`config.mk`:
```
export PLATFORM = sky130hd
export DESIGN_NAME = payAgenTop
export DESIGN_NICKNAME = d
export VERILOG_FILES = /design/src/rtl/payAgenPkg.sv /design/src/rtl/payAgenData.sv /design/src/rtl/payAgenCtrl.sv /design/src/rtl/payAgenTop.sv
export SDC_FILE = /design/constraint.sdc
export NUM_CORES = 1
export LEC_CHECK = 0
export ABC_AREA = 0
export CAP_MARGIN = 5
export CORE_UTILIZATION = 40
export DETAILED_ROUTE_END_ITERATION = 7
export GPL_ROUTABILITY_DRIVEN = 0
export HOLD_SLACK_MARGIN = 0.02
export PLACE_DENSITY = 0.74
export SLEW_MARGIN = 10
export SYNTH_ARGS = -nofsm -noshare
export SYNTH_HDL_FRONTEND = slang
export SYNTH_SLANG_ARGS = --single-unit
```
`constraint.sdc`:
```
create_clock -name clk -period 20.8 [get_ports clk]
set_clock_uncertainty 0.1 [all_clocks]
set_input_delay 2.08 -clock clk [delete_from_list [all_inputs] [get_ports clk]]
set_output_delay 2.08 -clock clk [all_outputs]
set_load 0.1 [all_outputs]
```
`src/rtl/payAgenPkg.sv`:
```
package payAgenPkg;
  localparam int LINE_W       = 18;
  localparam int STRIDE_LSB   = 18;
  localparam int STRIDE_W     = 14;
  localparam int STRIDE_SHIFT = 4;
  localparam int PAGE_BITS    = 12;
  localparam int FIELD_W      = 12;
  localparam int HI_FIELD_LSB = 16;
  localparam int HI_SHIFT     = 20;
  localparam int LO_SHIFT     = 8;

  typedef struct packed {
    logic load;
    logic step;
  } agenStrobeT;

  typedef enum logic [0:0] {
    ST_IDLE  = 1'b0,
    ST_ISSUE = 1'b1
  } agenStateT;
endpackage

```
`src/rtl/payAgenData.sv`:
```
module payAgenData
  import payAgenPkg::*;
#(
  parameter int ADDR_W   = 48,
  parameter int NUM_FRAG = 5,
  parameter int EXT_N    = (NUM_FRAG + 2) / 2
) (
  input  logic                      clk,
  input  logic                      rstN,
  input  agenStrobeT                stb,
  input  logic                      modeIn,
  input  logic [31:0]               xferSizeIn,
  input  logic [31:0]               lineWordIn,
  input  logic [NUM_FRAG*32-1:0]    srcAddrIn,
  input  logic [EXT_N*32-1:0]       extWordsIn,
  output logic [ADDR_W-1:0]         cmdAddr,
  output logic [LINE_W-1:0]         cmdLen,
  output logic                      lastCmd,
  output logic                      zeroStart
);
  localparam int FIDX_W  = (NUM_FRAG > 1) ? $clog2(NUM_FRAG) : 1;
  localparam int PAGE_W  = PAGE_BITS + 1;
  localparam int STRD_W  = STRIDE_W + STRIDE_SHIFT;

  logic [ADDR_W-1:0] fragBase  [NUM_FRAG];
  logic [ADDR_W-1:0] fragAddrR [NUM_FRAG];
  logic [ADDR_W-1:0] curAddrR;
  logic [31:0]       remR;
  logic [LINE_W-1:0] lineSizeR;
  logic [STRD_W-1:0] strideR;
  logic [FIDX_W-1:0] fragIdxR;
  logic              modeR;
  logic [PAGE_W-1:0] pageRem;
  logic [EXT_N-1:0]  unusedExtBits;

  // Region address composition: even regions use the high field, odd the low
  for (genvar i = 0; i < NUM_FRAG; i++) begin : g_frag
    localparam int EXT_IDX = (i + 1) / 2;
    logic [FIELD_W-1:0] extField;
    if (i % 2 == 0) begin : g_hi
      assign extField    = extWordsIn[EXT_IDX*32+HI_FIELD_LSB +: FIELD_W];
      assign fragBase[i] = ADDR_W'(srcAddrIn[i*32 +: 32]) + (ADDR_W'(extField) << HI_SHIFT);
    end else begin : g_lo
      assign extField    = extWordsIn[EXT_IDX*32 +: FIELD_W];
      assign fragBase[i] = ADDR_W'(srcAddrIn[i*32 +: 32]) + (ADDR_W'(extField) << LO_SHIFT);
    end
  end

  for (genvar k = 0; k < EXT_N; k++) begin : g_unused
    assign unusedExtBits[k] = ^{extWordsIn[k*32+28 +: 4], extWordsIn[k*32+12 +: 4],
                                (k == 0) ? extWordsIn[k*32 +: FIELD_W] : {FIELD_W{1'b0}}};
  end

  always_comb begin
    cmdAddr = modeR ? fragAddrR[fragIdxR] : curAddrR;
    pageRem = PAGE_W'(1 << PAGE_BITS) - {1'b0, cmdAddr[PAGE_BITS-1:0]};
    if (!modeR) begin
      cmdLen  = lineSizeR;
      lastCmd = (remR <= 32'(lineSizeR));
    end else begin
      cmdLen  = (remR < 32'(pageRem)) ? LINE_W'(remR) : LINE_W'(pageRem);
      lastCmd = (remR <= 32'(pageRem)) || (fragIdxR == FIDX_W'(NUM_FRAG - 1));
    end
    zeroStart = (xferSizeIn == 32'd0) ||
                (!modeIn && (lineWordIn[LINE_W-1:0] == '0));
  end

  always_ff @(posedge clk) begin
    if (!rstN) begin
      curAddrR  <= '0;
      remR      <= '0;
      lineSizeR <= '0;
      strideR   <= '0;
      fragIdxR  <= '0;
      modeR     <= 1'b0;
      for (int i = 0; i < NUM_FRAG; i++) fragAddrR[i] <= '0;
    end else if (stb.load) begin
      curAddrR  <= fragBase[0];
      remR      <= xferSizeIn;
      lineSizeR <= lineWordIn[LINE_W-1:0];
      strideR   <= {lineWordIn[STRIDE_LSB +: STRIDE_W], {STRIDE_SHIFT{1'b0}}};
      fragIdxR  <= '0;
      modeR     <= modeIn;
      for (int i = 0; i < NUM_FRAG; i++) fragAddrR[i] <= fragBase[i];
    end else if (stb.step) begin
      if (!modeR) begin
        curAddrR <= curAddrR + ADDR_W'(strideR);
        remR     <= remR - 32'(lineSizeR);
      end else begin
        remR <= remR - 32'(cmdLen);
        if (fragIdxR != FIDX_W'(NUM_FRAG - 1)) fragIdxR <= fragIdxR + 1'b1;
      end
    end
  end

  AST_LOAD_STEP_EXCL: assert property (@(posedge clk) disable iff (!rstN)
    !(stb.load && stb.step));

  AST_REM_SHRINKS: assert property (@(posedge clk) disable iff (!rstN)
    stb.step && !lastCmd |=> remR < $past(remR));
endmodule

```
`src/rtl/payAgenCtrl.sv`:
```
module payAgenCtrl
  import payAgenPkg::*;
(
  input  logic       clk,
  input  logic       rstN,
  input  logic       startIn,
  input  logic       cmdReady,
  input  logic       rdErrIn,
  input  logic       zeroStart,
  input  logic       lastCmd,
  output agenStrobeT stb,
  output logic       cmdValid,
  output logic       busyOut,
  output logic       doneOut,
  output logic       errOut
);
  agenStateT stateR;

  always_comb begin
    stb.load = (stateR == ST_IDLE) && startIn && !zeroStart;
    stb.step = (stateR == ST_ISSUE) && cmdReady && !rdErrIn;
    cmdValid = (stateR == ST_ISSUE);
    busyOut  = (stateR == ST_ISSUE);
  end

  always_ff @(posedge clk) begin
    if (!rstN) begin
      stateR  <= ST_IDLE;
      doneOut <= 1'b0;
      errOut  <= 1'b0;
    end else begin
      doneOut <= 1'b0;
      errOut  <= 1'b0;
      unique case (stateR)
        ST_IDLE: begin
          if (startIn) begin
            if (zeroStart) doneOut <= 1'b1;
            else           stateR  <= ST_ISSUE;
          end
        end
        ST_ISSUE: begin
          if (rdErrIn) begin
            errOut <= 1'b1;
            stateR <= ST_IDLE;
          end else if (cmdReady && lastCmd) begin
            doneOut <= 1'b1;
            stateR  <= ST_IDLE;
          end
        end
        default: stateR <= ST_IDLE;
      endcase
    end
  end

  AST_ZERO_NO_CMD: assert property (@(posedge clk) disable iff (!rstN)
    !cmdValid && startIn && zeroStart |=> doneOut && !cmdValid);

  AST_ERR_ABORTS: assert property (@(posedge clk) disable iff (!rstN)
    errOut |-> !cmdValid && !doneOut);

  AST_VALID_HOLDS: assert property (@(posedge clk) disable iff (!rstN)
    cmdValid && !cmdReady && !rdErrIn |=> cmdValid);

  AST_DONE_PULSE: assert property (@(posedge clk) disable iff (!rstN)
    doneOut |=> !doneOut);
endmodule

```
`src/rtl/payAgenTop.sv`:
```
module payAgenTop
  import payAgenPkg::*;
#(
  parameter int ADDR_W   = 48,
  parameter int NUM_FRAG = 5,
  parameter int EXT_N    = (NUM_FRAG + 2) / 2
) (
  input  logic                   clk,
  input  logic                   rstN,
  input  logic                   startIn,
  input  logic                   modeIn,
  input  logic [31:0]            xferSizeIn,
  input  logic [31:0]            lineWordIn,
  input  logic [NUM_FRAG*32-1:0] srcAddrIn,
  input  logic [EXT_N*32-1:0]    extWordsIn,
  output logic                   cmdValid,
  input  logic                   cmdReady,
  output logic [ADDR_W-1:0]      cmdAddr,
  output logic [LINE_W-1:0]      cmdLen,
  input  logic                   rdErrIn,
  output logic                   busyOut,
  output logic                   doneOut,
  output logic                   errOut
);
  agenStrobeT stb;
  logic       lastCmd;
  logic       zeroStart;

  payAgenCtrl i_ctrl (
    .clk(clk), .rstN(rstN), .startIn(startIn), .cmdReady(cmdReady),
    .rdErrIn(rdErrIn), .zeroStart(zeroStart), .lastCmd(lastCmd),
    .stb(stb), .cmdValid(cmdValid), .busyOut(busyOut),
    .doneOut(doneOut), .errOut(errOut)
  );

  payAgenData #(.ADDR_W(ADDR_W), .NUM_FRAG(NUM_FRAG), .EXT_N(EXT_N)) i_data (
    .clk(clk), .rstN(rstN), .stb(stb), .modeIn(modeIn),
    .xferSizeIn(xferSizeIn), .lineWordIn(lineWordIn),
    .srcAddrIn(srcAddrIn), .extWordsIn(extWordsIn),
    .cmdAddr(cmdAddr), .cmdLen(cmdLen), .lastCmd(lastCmd), .zeroStart(zeroStart)
  );

  AST_CMD_STABLE: assert property (@(posedge clk) disable iff (!rstN)
    cmdValid && !cmdReady && !rdErrIn |=> $stable(cmdAddr) && $stable(cmdLen));

  AST_LEN_NONZERO: assert property (@(posedge clk) disable iff (!rstN)
    cmdValid |-> cmdLen != '0);

  AST_DONE_ERR_EXCL: assert property (@(posedge clk) disable iff (!rstN)
    !(doneOut && errOut));
endmodule

```
==> metrics.yaml <==
status:
  outcome: "completed"
worst_setup_path:
  cp_data_required_time_ns: 18.62
  rr_worst_depth: 31
  cp_cell_sequence: "buf_4 -> inv_1 -> buf_4 -> a21oi_1 -> a21oi_1 -> or4_1 -> or4_1 -> ha_1 -> nor4b_1 -> and3_1 -> a41oi_1 -> and3_4 -> o21ai_0 -> a21oi_1 -> nor2_1 -> clkdlybuf4s50_1"
  worstSetupEndpointType: "primary output"
  crit_type: "flop to primary output"
  rr_startpoint: "i_data.modeR"
  cp_common_cell: "a21oi_1"
  critPathLaunchType: "flop"
  arrival_ns: 7.30
  reg2reg_to: "i_data.remR[30]"
  slowest_delay_ns: 1.19
  worst_path_max_delay_cell: "clkdlybuf4s50_1"
  r2r_slack_ns: 11.55
  crit_buf_inv: 4
  crit_family: "simple AND/OR/NAND/NOR gates"
  cp_max_fo: 82
clock_network:
  ctsHoldBuffers: 0
  htree_levels: 2
  clockBufferDepth: 3
  cts_setup_buffers: 0
  cts_buffers: 34
  clk-insertion-delay-late_ns: 0.55
  cts-root-buf: "clkbuf_16"
  cts.sinks: 287
  cts_resized: 0
  cts_tree: "done"
  path_clk_slew_ns: 0.06
sta:
  maxSlewViolCount: 0
  worst_pin_slew_ns: 1.13
  period_needed_ns: 9.48
  final_hold_viol_count: 0
  rsz0062_at_grt: "false"
  fmax_mhz: 105
  maxSlewHeadroom_pct: 24.3
  fin_setup_tns_ns: 0
  setup_viol: 0
  fin_crit_sh_pct: 45.6
hold_path:
  whs_path_depth: 1
  hold_path.class: "flop to flop"
  hold_end: "i_data.curAddrR[2]"
  min_from: "i_data.curAddrR[2]"
die:
  dieWidth_um: 222
  die_area_um2: 49100
  rows: 80
  io_pins: 396
  dieHeight_um: 222
  start_util_pct: 40.5
  core_area_um2: 47600
yosys:
  synth_xor_area_share_pct: 5.29
  synth_top_family_by_area: "simple AND/OR/NAND/NOR gates"
  synth_top_flop_cell: "edfxtp_1"
  synth_area_leaders: "edfxtp_1 26%, dfxtp_1 13%, ha_1 7.6%"
  yosysWarnings: 0
  syn_inst: 2169
  synth.cell_area_um2: 19300
  synthSimpleGateAreaFrac_pct: 20.4
  synth_edf_count: 165
  synth.avg_cell_area_um2: 8.90
  netlist.top_cell.by_area: "edfxtp_1"
  synth_cell_types: 90
  synth_compound_area_share_pct: 17.2
  yosys.area_share.adder_pct: 8.53
  yosysSeqAreaShare_pct: 38.3
  async_flop_share_pct: 0
  yosys-mux-area-fraction_pct: 4.83
  synth-seq-cells: 287
  synth_top_area_share_pct: 25.7
  syn_nets: 2621
placed_design:
  dpl_cell_area_um2: 23300
  hpwlAfterDp_mm: 44.5
  port_buffers: 359
  dp_cells: 3039
global_routing:
  track_usage_pct: 24.4
  grt_pass1_wl_mm: 95.4
  grt_overflow: 0
  grt_max_degree: 167
  first_global_vias: 17700
  grt_antenna_before_repair: 0
layout:
  final_layout_size_suffix_gt1_share_pct: 5.71
  design_area_um2: 24500
  final_common_cell: "clkdlybuf4s50_1"
  nets: 2912
  final_cell_mix: "358 x clkdlybuf4s50_1, 251 x nand2_1, 194 x nor2_1, 165 x edfxtp_1, 156 x a21oi_1"
  final-instance-count-excl-fill: 3101
  area_growth_pct: 26.9
routing:
  dr.pass1.iters: 7
  wl_per_cell_um: 19.6
  num_vias: 17700
  route.detailed.drc: 0
  totalWireLength_mm: 60.9
  wl_met3_mm: 5.03
  dr_wl_met2_mm: 28.7
  top_layer: "met4"
  drtIter0Drc: 1181
  drt-met1-wl_mm: 25.5
  ant_nets: 0
  vias_per_cell: 5.71
job:
  cap_violations: 0
power_and_ir_drop:
  p_leak_uw: 0.00974
  power.density_nw_per_um2: 76.1
  ir_worst_vdd_uv: 47.8
-- worst register-to-register path, delay by kind of cell (launching register included) --
kind	cells	cell delay, ns
AND/OR/NAND/NOR	9	3.12
flip-flops	1	0.88
adder cells (fa/ha/maj)	3	0.78
AO/OA/AOI/OAI	16	3.12
buffers and inverters	3	1.06
-- cells in the mapped netlist (all sizes together), types with 8 or more instances --
| master | n |
|---|---|
| ha | 118 |
| o311ai | 8 |
| nor3 | 50 |
| clkbuf | 92 |
| xor2 | 29 |
| mux2i | 17 |
| o31ai | 9 |
| o2111ai | 8 |
| a21oi | 157 |
| nor2b | 40 |
| a31oi | 40 |
| edfxtp | 165 |
| or3 | 33 |
| o21a | 8 |
| and3 | 106 |
| or2 | 9 |
| nand4 | 15 |
| a21boi | 18 |
| dfxtp | 122 |
| o21ai | 83 |
| a211o | 9 |
| xnor2 | 85 |
| fa | 8 |
| nor2 | 197 |
| nand2b | 10 |
| a211oi | 19 |
| a22oi | 14 |
| nor4 | 30 |
| inv | 143 |
| nor3b | 9 |
| and2 | 11 |
| nand2 | 252 |
| nand3 | 38 |
| mux4 | 29 |
| a221oi | 11 |
| o211ai | 17 |
| o21bai | 19 |
| buf | 30 |
| a21o | 35 |
| mux2 | 9 |
-- registers in the layout (all words and copies together), names as in the netlist, named ones only --
signal / cells
i_ctrl.busyOut: 1
i_ctrl.doneOut: 1
i_ctrl.errOut: 1
i_data.curAddrR: 48
i_data.fragAddrR: 165
i_data.fragIdxR: 3
i_data.lineSizeR: 18
i_data.modeR: 1
i_data.remR: 32
i_data.strideR: 14
-- worst max-delay path by stage --
stage | startpoint | to | slack [ns] | depth (start not counted)
after floorplan | flop | i_data.remR[24] | 10.66 | 35
after global placement | i_data.modeR | i_data.remR[30] | 11.94 | 31
after detailed placement | i_data.modeR | i_data.remR[22] | 11.72 | 31
after CTS | i_data.modeR | cmdLen[9] | 11.37 | 16
after global routing | i_data.modeR | cmdLen[9] | 10.89 | 16
final | i_data.modeR | cmdLen[11] | 11.32 | 16
-- per-stage QoR --
stage	worst slack, ns	total power (uW)	util, %	hold WS [ns]
6_report	11.32	1860	51.4	0.347
5_1_grt	10.89	1940	51.4	0.361
4_1_cts	11.37	1870	51.4	0.347
3_5_place_dp	11.72	1240	49.0	0.334
3_3_place_gp	11.94	1230	49.0	0.329
2_1_floorplan	10.66	1070	-	0.318
-- where the power goes --
part           switching (uW)  leakage, uW  internal [uW]  total [uW]
clock                     250     0.000550            370         620
combinational             344      0.00640            216         560
sequential               31.6      0.00279            650         682
-- layout make-up --
type / count / area [um^2]
clock inverters: 14 / 196
multi-input cells: 1615 / 10900
repair buffers: 377 / 3740
flip-flops and latches: 287 / 7400
diodes: 1 / 2.50
fillers: 4294 / 23200
well taps: 615 / 769
clock buffers: 47 / 941
inverters: 145 / 549
-- metal layers --
layer  global-route usage (%)  up-vias
li1                         -     8421
met3                     4.90      123
met4                     8.29        0
met5                        0        -
met2                     41.0      738
met1                     31.1     8431
-- cell families after synthesis --
logic type / Yosys count
AO/OA/AOI/OAI: 504
buffers and inverters: 267
adder cells (fa/ha/maj): 127
AND/OR/NAND/NOR: 814
XOR/XNOR: 115
flip-flops: 287
multiplexers: 55
Power figures use the tool's default switching activity.
